`config.mk`:
```
export PLATFORM = sky130hd
export DESIGN_NAME = sys_addr_decoder
export DESIGN_NICKNAME = d
export VERILOG_FILES = /design/src/rtl/sad_pkg.sv /design/src/rtl/sad_remap_reg.sv /design/src/rtl/sad_addr_xlate.sv /design/src/rtl/sad_region_decode.sv /design/src/rtl/sad_access_check.sv /design/src/rtl/sys_addr_decoder.sv
export SDC_FILE = /design/constraint.sdc
export NUM_CORES = 1
export LEC_CHECK = 0
export BUFFER_PORTS_ARGS = -buffer_cell sky130_fd_sc_hd__clkbuf_2
export CORE_ASPECT_RATIO = 1.75
export CORE_MARGIN = 2
export CORE_UTILIZATION = 43
export CTS_BUF_LIST = sky130_fd_sc_hd__clkbuf_8
export CTS_CLUSTER_SIZE = 20
export DETAILED_ROUTE_END_ITERATION = 10
export PLACE_DENSITY = 0.83
export SLEW_MARGIN = 30
export SYNTH_ARGS = -nofsm -noshare
export SYNTH_HDL_FRONTEND = slang
export SYNTH_HIERARCHICAL = 1
export SYNTH_SLANG_ARGS = --single-unit
```
`constraint.sdc`:
```
create_clock -name clk -period 10.3 [get_ports clk]
set_input_delay 3.09 -clock clk [delete_from_list [all_inputs] [get_ports clk]]
set_output_delay 3.09 -clock clk [all_outputs]
set_load 0.05 [all_outputs]
```
`src/rtl/sad_pkg.sv`:
```
package sad_pkg;
  localparam int ADDR_W   = 24;
  localparam int MASTER_W = 3;
  localparam int NUM_REG  = 9;
  localparam int REG_W    = $clog2(NUM_REG);
  localparam int NUM_WIN  = 2;

  typedef logic [ADDR_W-1:0]   addr_t;
  typedef logic [NUM_REG-1:0]  sel_t;
  typedef logic [REG_W-1:0]    reg_idx_t;
  typedef logic [MASTER_W-1:0] mst_t;

  // region indices (bit position in the select vector)
  localparam reg_idx_t RG_MMR   = REG_W'(0);
  localparam reg_idx_t RG_DARAM = REG_W'(1);
  localparam reg_idx_t RG_SARAM = REG_W'(2);
  localparam reg_idx_t RG_ROM   = REG_W'(3);
  localparam reg_idx_t RG_CS0   = REG_W'(4);
  localparam reg_idx_t RG_CS2   = REG_W'(5);
  localparam reg_idx_t RG_CS3   = REG_W'(6);
  localparam reg_idx_t RG_CS4   = REG_W'(7);
  localparam reg_idx_t RG_CS5   = REG_W'(8);

  // processor-view map boundaries (first byte of each region)
  localparam addr_t DARAM_BASE = 24'h0000C0;
  localparam addr_t SARAM_BASE = 24'h010000;
  localparam addr_t EXT_BASE   = 24'h050000;
  localparam addr_t CS2_BASE   = 24'h800000;
  localparam addr_t CS3_BASE   = 24'h C00000;
  localparam addr_t CS4_BASE   = 24'hE00000;
  localparam addr_t CS5_BASE   = 24'hF00000;
  localparam addr_t ROM_BASE   = 24'hFE0000;

  // bus-side windows: base, size, offset subtracted
  localparam addr_t WIN_LO  [NUM_WIN] = '{24'h010000, 24'h090000};
  localparam addr_t WIN_SZ  [NUM_WIN] = '{24'h010000, 24'h040000};
  localparam addr_t WIN_OFS [NUM_WIN] = '{24'h010000, 24'h080000};

  localparam mst_t M_CPU  = MASTER_W'(0);
  localparam mst_t M_USB  = MASTER_W'(1);
  localparam logic [1:0] DMA_EXT_ID = 2'd3;

  function automatic logic is_dma(input mst_t m);
    return m[MASTER_W-1];
  endfunction

  function automatic logic is_bus_side(input mst_t m);
    return (m == M_USB) || is_dma(m);
  endfunction

  function automatic logic is_unknown(input mst_t m);
    return !is_dma(m) && (m != M_CPU) && (m != M_USB);
  endfunction

  function automatic logic is_external(input reg_idx_t r);
    return r >= RG_CS0;
  endfunction

  // processor-view region lookup, upper regions compared first
  function automatic reg_idx_t region_of(input addr_t a, input logic remap);
    if (a >= ROM_BASE)        return remap ? RG_CS5 : RG_ROM;
    else if (a >= CS5_BASE)   return RG_CS5;
    else if (a >= CS4_BASE)   return RG_CS4;
    else if (a >= CS3_BASE)   return RG_CS3;
    else if (a >= CS2_BASE)   return RG_CS2;
    else if (a >= EXT_BASE)   return RG_CS0;
    else if (a >= SARAM_BASE) return RG_SARAM;
    else if (a >= DARAM_BASE) return RG_DARAM;
    else                      return RG_MMR;
  endfunction
endpackage

```
`src/rtl/sad_remap_reg.sv`:
```
module sad_remap_reg (
  input  logic clk,
  input  logic rst_n,
  input  logic sw_rst,
  input  logic wr_en,
  input  logic wr_data,
  output logic wr_accept,
  output logic remap_q
);
  assign wr_accept = wr_en && !sw_rst;

  always_ff @(posedge clk or negedge rst_n) begin
    if (!rst_n)         remap_q <= 1'b0;
    else if (wr_accept) remap_q <= wr_data;
  end
endmodule

```
`src/rtl/sad_addr_xlate.sv`:
```
module sad_addr_xlate
  import sad_pkg::*;
(
  input  addr_t             addr_in,
  input  logic              bus_side,
  output logic [NUM_WIN-1:0] win_hit,
  output logic              hole,
  output addr_t             cpu_addr
);
  for (genvar w = 0; w < NUM_WIN; w++) begin : g_win
    assign win_hit[w] = bus_side && (addr_in >= WIN_LO[w]) &&
                        (addr_in < WIN_LO[w] + WIN_SZ[w]);
  end

  always_comb begin
    cpu_addr = addr_in;
    for (int w = 0; w < NUM_WIN; w++)
      if (win_hit[w]) cpu_addr = addr_in - WIN_OFS[w];
  end

  assign hole = bus_side && !(|win_hit) && (addr_in < EXT_BASE);
endmodule

```
`src/rtl/sad_region_decode.sv`:
```
module sad_region_decode
  import sad_pkg::*;
(
  input  addr_t    cpu_addr,
  input  logic     remap,
  output reg_idx_t region,
  output sel_t     onehot
);
  assign region = region_of(cpu_addr, remap);

  for (genvar i = 0; i < NUM_REG; i++) begin : g_sel
    assign onehot[i] = (region == REG_W'(i));
  end
endmodule

```
`src/rtl/sad_access_check.sv`:
```
module sad_access_check
  import sad_pkg::*;
(
  input  mst_t     master,
  input  reg_idx_t region,
  input  logic     hole,
  output logic     deny
);
  always_comb begin
    deny = 1'b0;
    if (is_unknown(master))        deny = 1'b1;
    else if (is_bus_side(master)) begin
      if (hole)                    deny = 1'b1;
      else if (region == RG_MMR)   deny = 1'b1;
      else if (region == RG_ROM)   deny = 1'b1;
      else if (region == RG_DARAM) deny = (master == M_USB);
      else if (is_external(region))
        deny = is_dma(master) && (master[1:0] != DMA_EXT_ID);
    end
  end
endmodule

```
`src/rtl/sys_addr_decoder.sv`:
```
module sys_addr_decoder
  import sad_pkg::*;
(
  input  logic                clk,
  input  logic                rst_n,
  input  logic                sw_rst,
  input  logic                cfg_we,
  input  logic                cfg_wdata,
  output logic                remap_o,
  input  logic                req_i,
  input  logic [MASTER_W-1:0] master_i,
  input  logic [ADDR_W-1:0]   addr_i,
  output logic [NUM_REG-1:0]  sel_o,
  output logic [ADDR_W-1:0]   addr_o,
  output logic                err_o
);
  logic                wr_accept;
  logic                remap_q;
  logic                bus_side;
  logic [NUM_WIN-1:0]  win_hit;
  logic                hole;
  addr_t               cpu_addr;
  reg_idx_t            region;
  sel_t                raw_sel;
  logic                deny;
  logic                grant;

  assign bus_side = is_bus_side(master_i);

  sad_remap_reg u_remap (
    .clk(clk), .rst_n(rst_n), .sw_rst(sw_rst),
    .wr_en(cfg_we), .wr_data(cfg_wdata),
    .wr_accept(wr_accept), .remap_q(remap_q)
  );

  sad_addr_xlate u_xlate (
    .addr_in(addr_i), .bus_side(bus_side),
    .win_hit(win_hit), .hole(hole), .cpu_addr(cpu_addr)
  );

  sad_region_decode u_dec (
    .cpu_addr(cpu_addr), .remap(remap_q),
    .region(region), .onehot(raw_sel)
  );

  sad_access_check u_chk_acc (
    .master(master_i), .region(region), .hole(hole), .deny(deny)
  );

  assign grant   = req_i && !deny;
  assign sel_o   = grant ? raw_sel : '0;
  assign addr_o  = grant ? cpu_addr : '0;
  assign err_o   = req_i && deny;
  assign remap_o = remap_q;
endmodule

```
Word level (Yosys, flattened, before mapping)
Index checks and enable logic that the tools add are counted. Widths: inputs -> output; s select.

Latch bits: 0. Output and inout port bits: 35. Memories kept: 0. Word-level logic and storage cells: 68. Input bits: 33. Register bits: 1. ROM bits: 0. Bits in writable memories: 0.

Equal/unequal tests: 11. Shift-type cells: 0. $mul: 0. Mux-type cells: 20. Magnitude comparators: 14. $add $sub $neg: 2. Reduce and logical (&&, ||, !) cells: 20. Div/mod/pow operators: 0. Bitwise logic cells: 0.

Operator list (count): $ge 24x24->1 const B (5); $mux 24 (3); $ge 24x17->1 const B (2); $mux 4 (8); $ge 24x19->1 const B (1); $ge 24x20->1 const B (1); $ge 24x8->1 const B (1); $lt 24x18->1 const B (1); $lt 24x19->1 const B (1); $lt 24x20->1 const B (1); $sub 24x17->24 const B (1); $sub 24x20->24 const B (1); $eq 4x3->1 const B (4); $logic_and 1x1->1 (12); $mux 9 (1); $eq 4x2->1 const B (2); $mux 1 (8); $eq 4x1->1 const B (1); $eq 4x4->1 const B (1); $ge 4x3->1 const B (1); $logic_not 1->1 (4); $logic_not 4->1 (1); $eq 3x1->1 const B (1); $ne 3x1->1 const B (1); 4 further kinds (4).

Logic depth before layout (Yosys ltp)
Gate-level depths: netlist of the first run.

Depth after elaboration: 26. Depth in mapped cells: 18. Mapped depth without buffers: 17.

Cells and area by module
Netlist of the first run, hierarchy kept.

By module, submodules not included: sad_addr_xlate (seq. area each 0.0 µm², instances 1, cells an instance 51, area each 382.9 µm²); sys_addr_decoder (seq. area each 0.0 µm², instances 1, cells an instance 40, area each 300.3 µm²); sad_region_decode (seq. area each 0.0 µm², instances 1, cells an instance 28, area each 191.4 µm²); sad_access_check (seq. area each 0.0 µm², instances 1, cells an instance 7, area each 61.3 µm²); sad_remap_reg (seq. area each 25.0 µm², instances 1, cells an instance 3, area each 53.8 µm²).

Worst setup path before layout of the first run
Ideal clock, no wire load.

Path type: in2out. From: input port addr_i[17]. To: output port addr_o[21]. Data required time: 7.210 ns. Slack: 0.562 ns. Arrival: 6.648 ns. Path buffers: 1. Stages: 17. Cells stage by stage: inv_1 > ha_1 > nor4b_2 > nand4_1 > nor4_1 > o211a_1 > a221o_1 > or4_4 > nor4_4 > a21oi_1 > nor2_1 > nor2b_1 > a2111oi_2 > o32a_2 > nor2b_4 > buf_6 > and2_1.

Elaborated cells between the ends (all ways): 47. Those cells by class: add/sub: 2; order compare: 14; eq/ne: 2; mux: 18; reduce/logical: 11.

RTL lines: start, declared (line sys_addr_decoder.sv:12) `input logic [ADDR_W-1:0] addr_i,`; $ge 24x20->1 (line sad_addr_xlate.sv:11) `assign win_hit[w] = bus_side && (addr_in >= WIN_LO[w]) &&`; $logic_and 1x1->1 (line sad_addr_xlate.sv:11); $logic_and 1x1->1 (*) (line sad_addr_xlate.sv:11); via win_hit[1] (line sys_addr_decoder.sv:20) `logic [NUM_WIN-1:0] win_hit;`; $mux 24 (*) (line sad_addr_xlate.sv:18) `if (win_hit[w]) cpu_addr = addr_in - WIN_OFS[w];`; via cpu_addr[23] (line sys_addr_decoder.sv:22) `addr_t cpu_addr;`; $ge 24x17->1 (line sad_pkg.sv:67) `else if (a >= SARAM_BASE) return RG_SARAM;`; $mux 4 (line sad_pkg.sv:67); [6 not listed]; via region[1] (line sys_addr_decoder.sv:23) `reg_idx_t region;`; [4 not listed]; $mux 1 (*) (line sad_access_check.sv:14) `else if (region == RG_MMR) deny = 1'b1;`; $mux 1 (*) (line sad_access_check.sv:13) `if (hole) deny = 1'b1;`; $mux 1 (*) (line sad_access_check.sv:12) `else if (is_bus_side(master)) begin`; $mux 1 (*) (line sad_access_check.sv:11) `if (is_unknown(master)) deny = 1'b1;`; via deny (line sys_addr_decoder.sv:25) `logic deny;`; $logic_not 1->1 (*) (line sys_addr_decoder.sv:50) `assign grant = req_i && !deny;`; $logic_and 1x1->1 (*) (line sys_addr_decoder.sv:50); $mux 24 (*) (line sys_addr_decoder.sv:52) `assign addr_o = grant ? cpu_addr : '0;`; end, declared (line sys_addr_decoder.sv:14) `output logic [ADDR_W-1:0] addr_o,`.

Mark *: on every way through the listed nets, which the timed path passes. The rest lies on a longest branch.

Final worst setup path of the first run
From: input port addr_i[17]. To: output port addr_o[11].

Same word-level chain as after synthesis.

==> impl_metrics.py, run 1 <==
metrics = {
    "status": {
        "status": "finished, final reports clean",
    },
    "yosys": {
        "seq_area_frac_synth_pct": 2.53,
        "synth-adder-area-share_pct": 3.79,
        "synth.area.top_cells": "and2_2 17%, buf_4 12%, and2_1 7.0%, ha_1 3.8%, nor4_1 3.8%",
        "synth_edf_count": 0,
        "yosys.cell_count.top_type": "and2_2",
        "yosys.area_share.simple_pct": 52.8,
        "yosys.area.top_type": "and2_2",
        "muxShareOfSynthArea_pct": 2.53,
        "synth_top_family_by_area": "simple AND/OR/NAND/NOR gates",
        "synthCells": 129,
        "synth-xor-area-share_pct": 0.885,
        "synth_cell_types": 45,
        "syn_area_um2": 990,
        "mappedNetlistNets": 165,
        "synthTopCellsByCount": "23 x and2_2, 16 x buf_4, 11 x and2_1",
        "synth-async-reset-ratio_pct": 100,
        "synth_compound_area_share_pct": 18.3,
        "syn_avg_cell_area_um2": 7.67,
        "ys_warn_count": 6,
        "ys.flop_type": "dfrtp_1",
        "ys_seq_elements": 1,
        "synth_top_area_share_pct": 17.4,
    },
    "setup_path": {
        "cp.required_ns": 7.21,
        "r2r_end": "u_remap/remap_q",
        "path_class": "in2out",
        "worstRegToRegCells": 1,
        "worst-endpoint-arrival_ns": 7.05,
        "worst_setup_path_end_kind": "primary output",
        "crit_fanout": 8,
        "timing.rr.start": "u_remap/remap_q",
        "start_kind": "input pin",
        "rrSetupSlack_ns": 9.53,
    },
    "global_routing": {
        "grt_use_total_pct": 17.6,
        "antenna_found_initial": 0,
        "grt_start_max_net_pins": 34,
        "grt_pass1_wl_um": 3660,
        "grt_overflow": 0,
        "grt_pass1_vias": 922,
    },
    "hold_path": {
        "worstHoldStart": "u_remap/remap_q",
        "hold_path.class": "reg2reg",
        "whs_path_depth": 1,
        "holdPathEnd": "u_remap/remap_q",
    },
    "drt": {
        "drt_iter0_markers": 30,
        "routed_wl_um": 2710,
        "wire_per_inst_um": 13.0,
        "viasPerCell": 5.29,
        "drc": 0,
        "ant_nets": 0,
        "drtPass1Iterations": 4,
        "vias": 1101,
    },
    "sta": {
        "period_needed_ns": 10.14,
        "tightest_slew_ns": 0.586,
        "fin_ws_ns": 0.164,
        "fmax_mhz": 98.7,
        "setup_viol": 0,
        "rsz0062_at_grt": "no",
        "fin_skew_ns": 0,
        "period_share_pct": 98.4,
        "slew_headroom_pct": 60.7,
        "slew_viol_final": 0,
        "hold_viol_final": 0,
        "fin_setup_tns_ns": 0,
    },
    "clock_network": {
        "post_cts_buffers": 0,
        "ctsResizeCount": 0,
        "worstSkewPairLatency_ns": 0,
        "clkTransAtPathRegs_ns": 0,
        "hold_buffers": 0,
    },
    "layout": {
        "largest-register": "u_remap/remap_q",
        "area_growth_pct": 37.3,
        "antenna_cells": 0,
        "largest_reg_flops": 1,
        "final_nets": 221,
        "drive_above_1_share_pct": 61.7,
        "final_util_pct": 60.5,
        "reg.largest.list": "u_remap/remap_q (1)",
    },
    "floorplanning": {
        "die_h_um": 67.5,
        "die_area_um2": 2720,
        "boundaryPins": 68,
        "row_count": 23,
        "die_w_um": 40.3,
        "start_util_pct": 44.1,
        "core_area_um2": 2240,
    },
    "power": {
        "p_per_area_nw_per_um2": 53.2,
        "p_leak_nw": 0.698,
        "ir_drop_uv": 30.6,
    },
    "place": {
        "port_buffers": 67,
        "place_hpwl_um": 2060,
        "gp_congestion": 0.845,
        "place_ws_ns": 0.0154,
    },
    "run": {
        "drv_cap": 0,
    },
}
## metrics by stage
step           hold slack (ns)  total power [mW]  std cells  area, µm²
3_5_place_dp             0.548            0.0646        204       1220
4_1_cts                  0.549            0.0648        204       1220
3_3_place_gp             0.541            0.0641        204       1220
6_report                 0.545            0.0723        208       1360
5_1_grt                  0.569            0.0769        208       1360
2_1_floorplan            0.882            0.0532        129        990
## kinds of logic after synthesis
family	Yosys count
AOI/OAI and AO/OA	21
xor gates and xnor gates	1
DFF	1
adders and majority gates	3
buffers and inverters	28
muxes	2
and+or+nand+nor	73
## per-layer routing
layer | GRT usage (%) | routed length, µm | part of all wire, %
met5 | 0 | 0 | 0
met3 | 0.329 | 187 | 6.9
met2 | 35.5 | 1550 | 57
met1 | 19.7 | 948 | 35
met4 | 1.25 | 19 | 0.70
## area by class of cell
type | count | area [µm²]
fillers | 215 | 886
multi-input cells | 104 | 855
repair buffers | 69 | 413
inverters | 9 | 35.0
well taps | 25 | 31.3
flip-flops and latches | 1 | 25.0
## where the power goes
part           switching, mW  internal (mW)  total, mW
Sequential          0.000523        0.00459    0.00512
Clock                      0              0          0
Combinational         0.0432         0.0240     0.0672
Total                 0.0437         0.0286     0.0723
## worst max-delay path: stages
cell       delay (ns)
clkbuf_2         0.10
inv_1            0.06
ha_1             0.17
nor4b_2          0.15
nand4_1          0.13
nor4_1           0.07
o211a_1          0.28
a221o_1          0.42
or4_4            0.58
nor4_4           0.34
a21oi_1          0.13
nor2_1           0.18
nor2b_1          0.19
a2111oi_2        0.06
o32a_4           0.48
nor2b_4          0.21
and2_2           0.16
buf_2            0.25
## placed cells by master, fill, tap and decap left out, types with 2 or more instances in the layout
| cell | n |
|---|---|
| a221o_1 | 2 |
| clkbuf_2 | 34 |
| nor2_1 | 5 |
| nor2b_4 | 6 |
| a41oi_1 | 2 |
| clkbuf_4 | 25 |
| ha_1 | 3 |
| nand3_1 | 2 |
| nand4_1 | 2 |
| buf_4 | 2 |
| and2_2 | 23 |
| and2_1 | 11 |
| nand2_1 | 4 |
| nor4_2 | 2 |
| a21oi_1 | 2 |
| buf_2 | 8 |
| and3_1 | 3 |
| nor4_1 | 6 |
| inv_1 | 8 |
| o21ai_1 | 2 |
| nor2b_1 | 2 |
## worst max path at each step
stage,to,cells past startpoint,startpoint
final,addr_o[11],18,addr_i[17]
after global routing,sel_o[1],18,addr_i[17]
after CTS,addr_o[11],18,addr_i[17]
after detailed placement,addr_o[11],18,addr_i[17]
after global placement,addr_o[11],18,addr_i[17]
after floorplan,addr_o[21],17,addr_i[17]
Note: power is estimated with default switching activity, not from simulation.
==> run 2: changes to the inputs <==
--- a/config.mk
+++ b/config.mk
@@ -5,10 +5,11 @@
 export SDC_FILE = /design/constraint.sdc
 export NUM_CORES = 1
 export LEC_CHECK = 0
+export ABC_AREA = 1
 export BUFFER_PORTS_ARGS = -buffer_cell sky130_fd_sc_hd__clkbuf_2
 export CORE_ASPECT_RATIO = 1.75
 export CORE_MARGIN = 2
-export CORE_UTILIZATION = 43
+export CORE_UTILIZATION = 47
 export CTS_BUF_LIST = sky130_fd_sc_hd__clkbuf_8
 export CTS_CLUSTER_SIZE = 20
 export DETAILED_ROUTE_END_ITERATION = 10
==> run 2 against run 1 <==
Die area increased by 15%. Setup slack improved by 0.91 ns. Sequential share of layout area is 0.15 points lower. Global-route usage down 0.14 points. Area after synthesis is 28% higher. Design area up 8.7%. Synthesized cell count up 88%.
==> impl_metrics.py, run 2 <==
metrics = {
    "setup_path": {
        "cpMostUsedCell": "nand2_1",
        "worst-endpoint-arrival_ns": 6.14,
        "critPathTopFamily": "simple AND/OR/NAND/NOR gates",
        "cp.required_ns": 7.21,
        "path_class": "in2out",
        "cp_num_buf_inv": 6,
        "critical-path-slowest-cell": "clkbuf_2",
        "cp_slowest_stage_delay_ns": 0.30,
        "worstRegToRegCells": 2,
        "cp_num_cells": 24,
        "crit_fanout": 33,
        "start_kind": "input pin",
        "worst_setup_path_end_kind": "primary output",
        "path_cells": "clkbuf_2 > inv_1 > ha_1 > inv_1 > nor3_2 > nand2_2 > nand4_1 > o21ai_0 > or2_1 > nor2_2 > nand3_2 > nand2_2 > nand2_1 > inv_1 > nand2_1 > and2_1 > nand2_1 > nand2_1 > nand2_1 > nand2_1 > inv_1 > nand2_4 > nor2_1 > clkbuf_2",
    },
    "layout": {
        "final_cells": 317,
        "drive_above_1_share_pct": 41.2,
        "final_cell_mix": "67 x clkbuf_2, 61 x inv_1, 45 x nand2_1",
        "seqCellArea_um2": 25.0,
        "final_util_pct": 58.5,
        "largest_reg_flops": 1,
        "final_cell_area_um2": 1480,
        "mostFrequentLayoutCell": "clkbuf_2",
        "final_nets": 329,
        "fill_cells": 292,
        "antenna_cells": 0,
        "reg.largest.list": "u_remap/remap_q (1)",
        "multi_input_comb_area_um2": 843,
        "largest-register": "u_remap/remap_q",
        "area_growth_pct": 16.9,
    },
    "place": {
        "port_buffers": 67,
        "numPlacedInstances": 317,
        "place_ws_ns": 1.05,
        "gp_congestion": 0.899,
        "place_hpwl_um": 2560,
        "place_area_um2": 1480,
    },
    "sta": {
        "hold_viol_final": 0,
        "setup_viol": 0,
        "tightest_slew_ns": 0.498,
        "period_needed_ns": 9.23,
        "rsz0062_at_grt": "no",
        "fmax_mhz": 108,
        "fin_setup_tns_ns": 0,
        "slew_headroom_pct": 66.8,
        "period_share_pct": 89.6,
        "hold_slack_ns": 0.537,
        "slew_viol_final": 0,
        "fin_skew_ns": 0,
        "fin_ws_ns": 1.07,
    },
    "power": {
        "p_leak_nw": 0.952,
        "seq_power_share_pct": 6.9,
        "p_int_mw": 0.0227,
        "p_sw_share_pct": 69.5,
        "pwr-share-clk_pct": 0,
        "switchingPower_mw": 0.0518,
        "power_frac_comb_pct": 93.1,
        "ir_drop_uv": 41.4,
        "p_total_mw": 0.0746,
        "p_per_area_nw_per_um2": 50.5,
    },
    "global_routing": {
        "grt_pass1_wl_um": 4650,
        "grt_use_total_pct": 17.5,
        "grt_start_max_net_pins": 34,
        "grt_pass1_vias": 1329,
        "antenna_found_initial": 0,
        "grt_overflow": 0,
    },
    "drt": {
        "viasPerCell": 4.57,
        "vias": 1450,
        "routed_wl_um": 2770,
        "drt_iter0_markers": 19,
        "wire_per_inst_um": 8.73,
        "drc": 0,
        "ant_nets": 0,
        "drtPass1Iterations": 4,
    },
    "floorplanning": {
        "die_w_um": 43.2,
        "start_util_pct": 50.0,
        "row_count": 24,
        "boundaryPins": 68,
        "core_area_um2": 2520,
        "die_h_um": 72.6,
        "die_area_um2": 3130,
    },
    "hold_path": {
        "whs_path_depth": 2,
        "hold_path.class": "reg2reg",
    },
    "clock_network": {
        "post_cts_buffers": 0,
        "hold_buffers": 0,
        "clkTransAtPathRegs_ns": 0,
        "worstSkewPairLatency_ns": 0,
        "ctsResizeCount": 0,
    },
    "yosys": {
        "mappedNetlistNets": 279,
        "syn_area_um2": 1260,
        "ys_warn_count": 6,
        "synthCells": 243,
        "syn_avg_cell_area_um2": 5.20,
    },
    "status": {
        "status": "finished, final reports clean",
    },
    "run": {
        "drv_cap": 0,
    },
}
## run 2: cell type report
type	instances	area share (%)
timing repair buffer	67	22.7
inverter	64	16.3
sequential	1	1.69
tap	26	2.20
multi-input combinational	159	57.1
## run 2: final timing paths
| path | start | to | slack, ns |
|---|---|---|---|
| setup / recovery | addr_i[17] | addr_o[20] | 1.07 |
| hold / removal | u_remap/remap_q | u_remap/remap_q | 0.54 |
| setup reg to reg | u_remap/remap_q | u_remap/remap_q | 9.66 |
| hold reg to reg | u_remap/remap_q | u_remap/remap_q | 0.54 |
| max in group asynchronous | rst_n | u_remap/remap_q | 7.35 |
| min in group asynchronous | rst_n | u_remap/remap_q | 2.87 |
## run 2: power by group through the flow
stage                     sequential (mW)  combinational, mW  clock [mW]
final                             0.00512             0.0694           0
after global routing              0.00518             0.0760           0
after CTS                         0.00514             0.0700           0
after detailed placement          0.00513             0.0699           0
after global placement            0.00512             0.0689           0
after floorplan                   0.00668             0.0560           0
## run 2: tightest hold or removal path, delay by kind of cell, from the launching register on
kind             cells  cell delay, ns
AND/OR/NAND/NOR      2            0.11
flip-flops           1            0.38
## run 2: metal layers
metal | wire (µm) | track usage, %
met1 | 979 | 15.5
met2 | 1600 | 38.6
met3 | 166 | 1.49
met4 | 23 | 4.04
met5 | 0 | 0
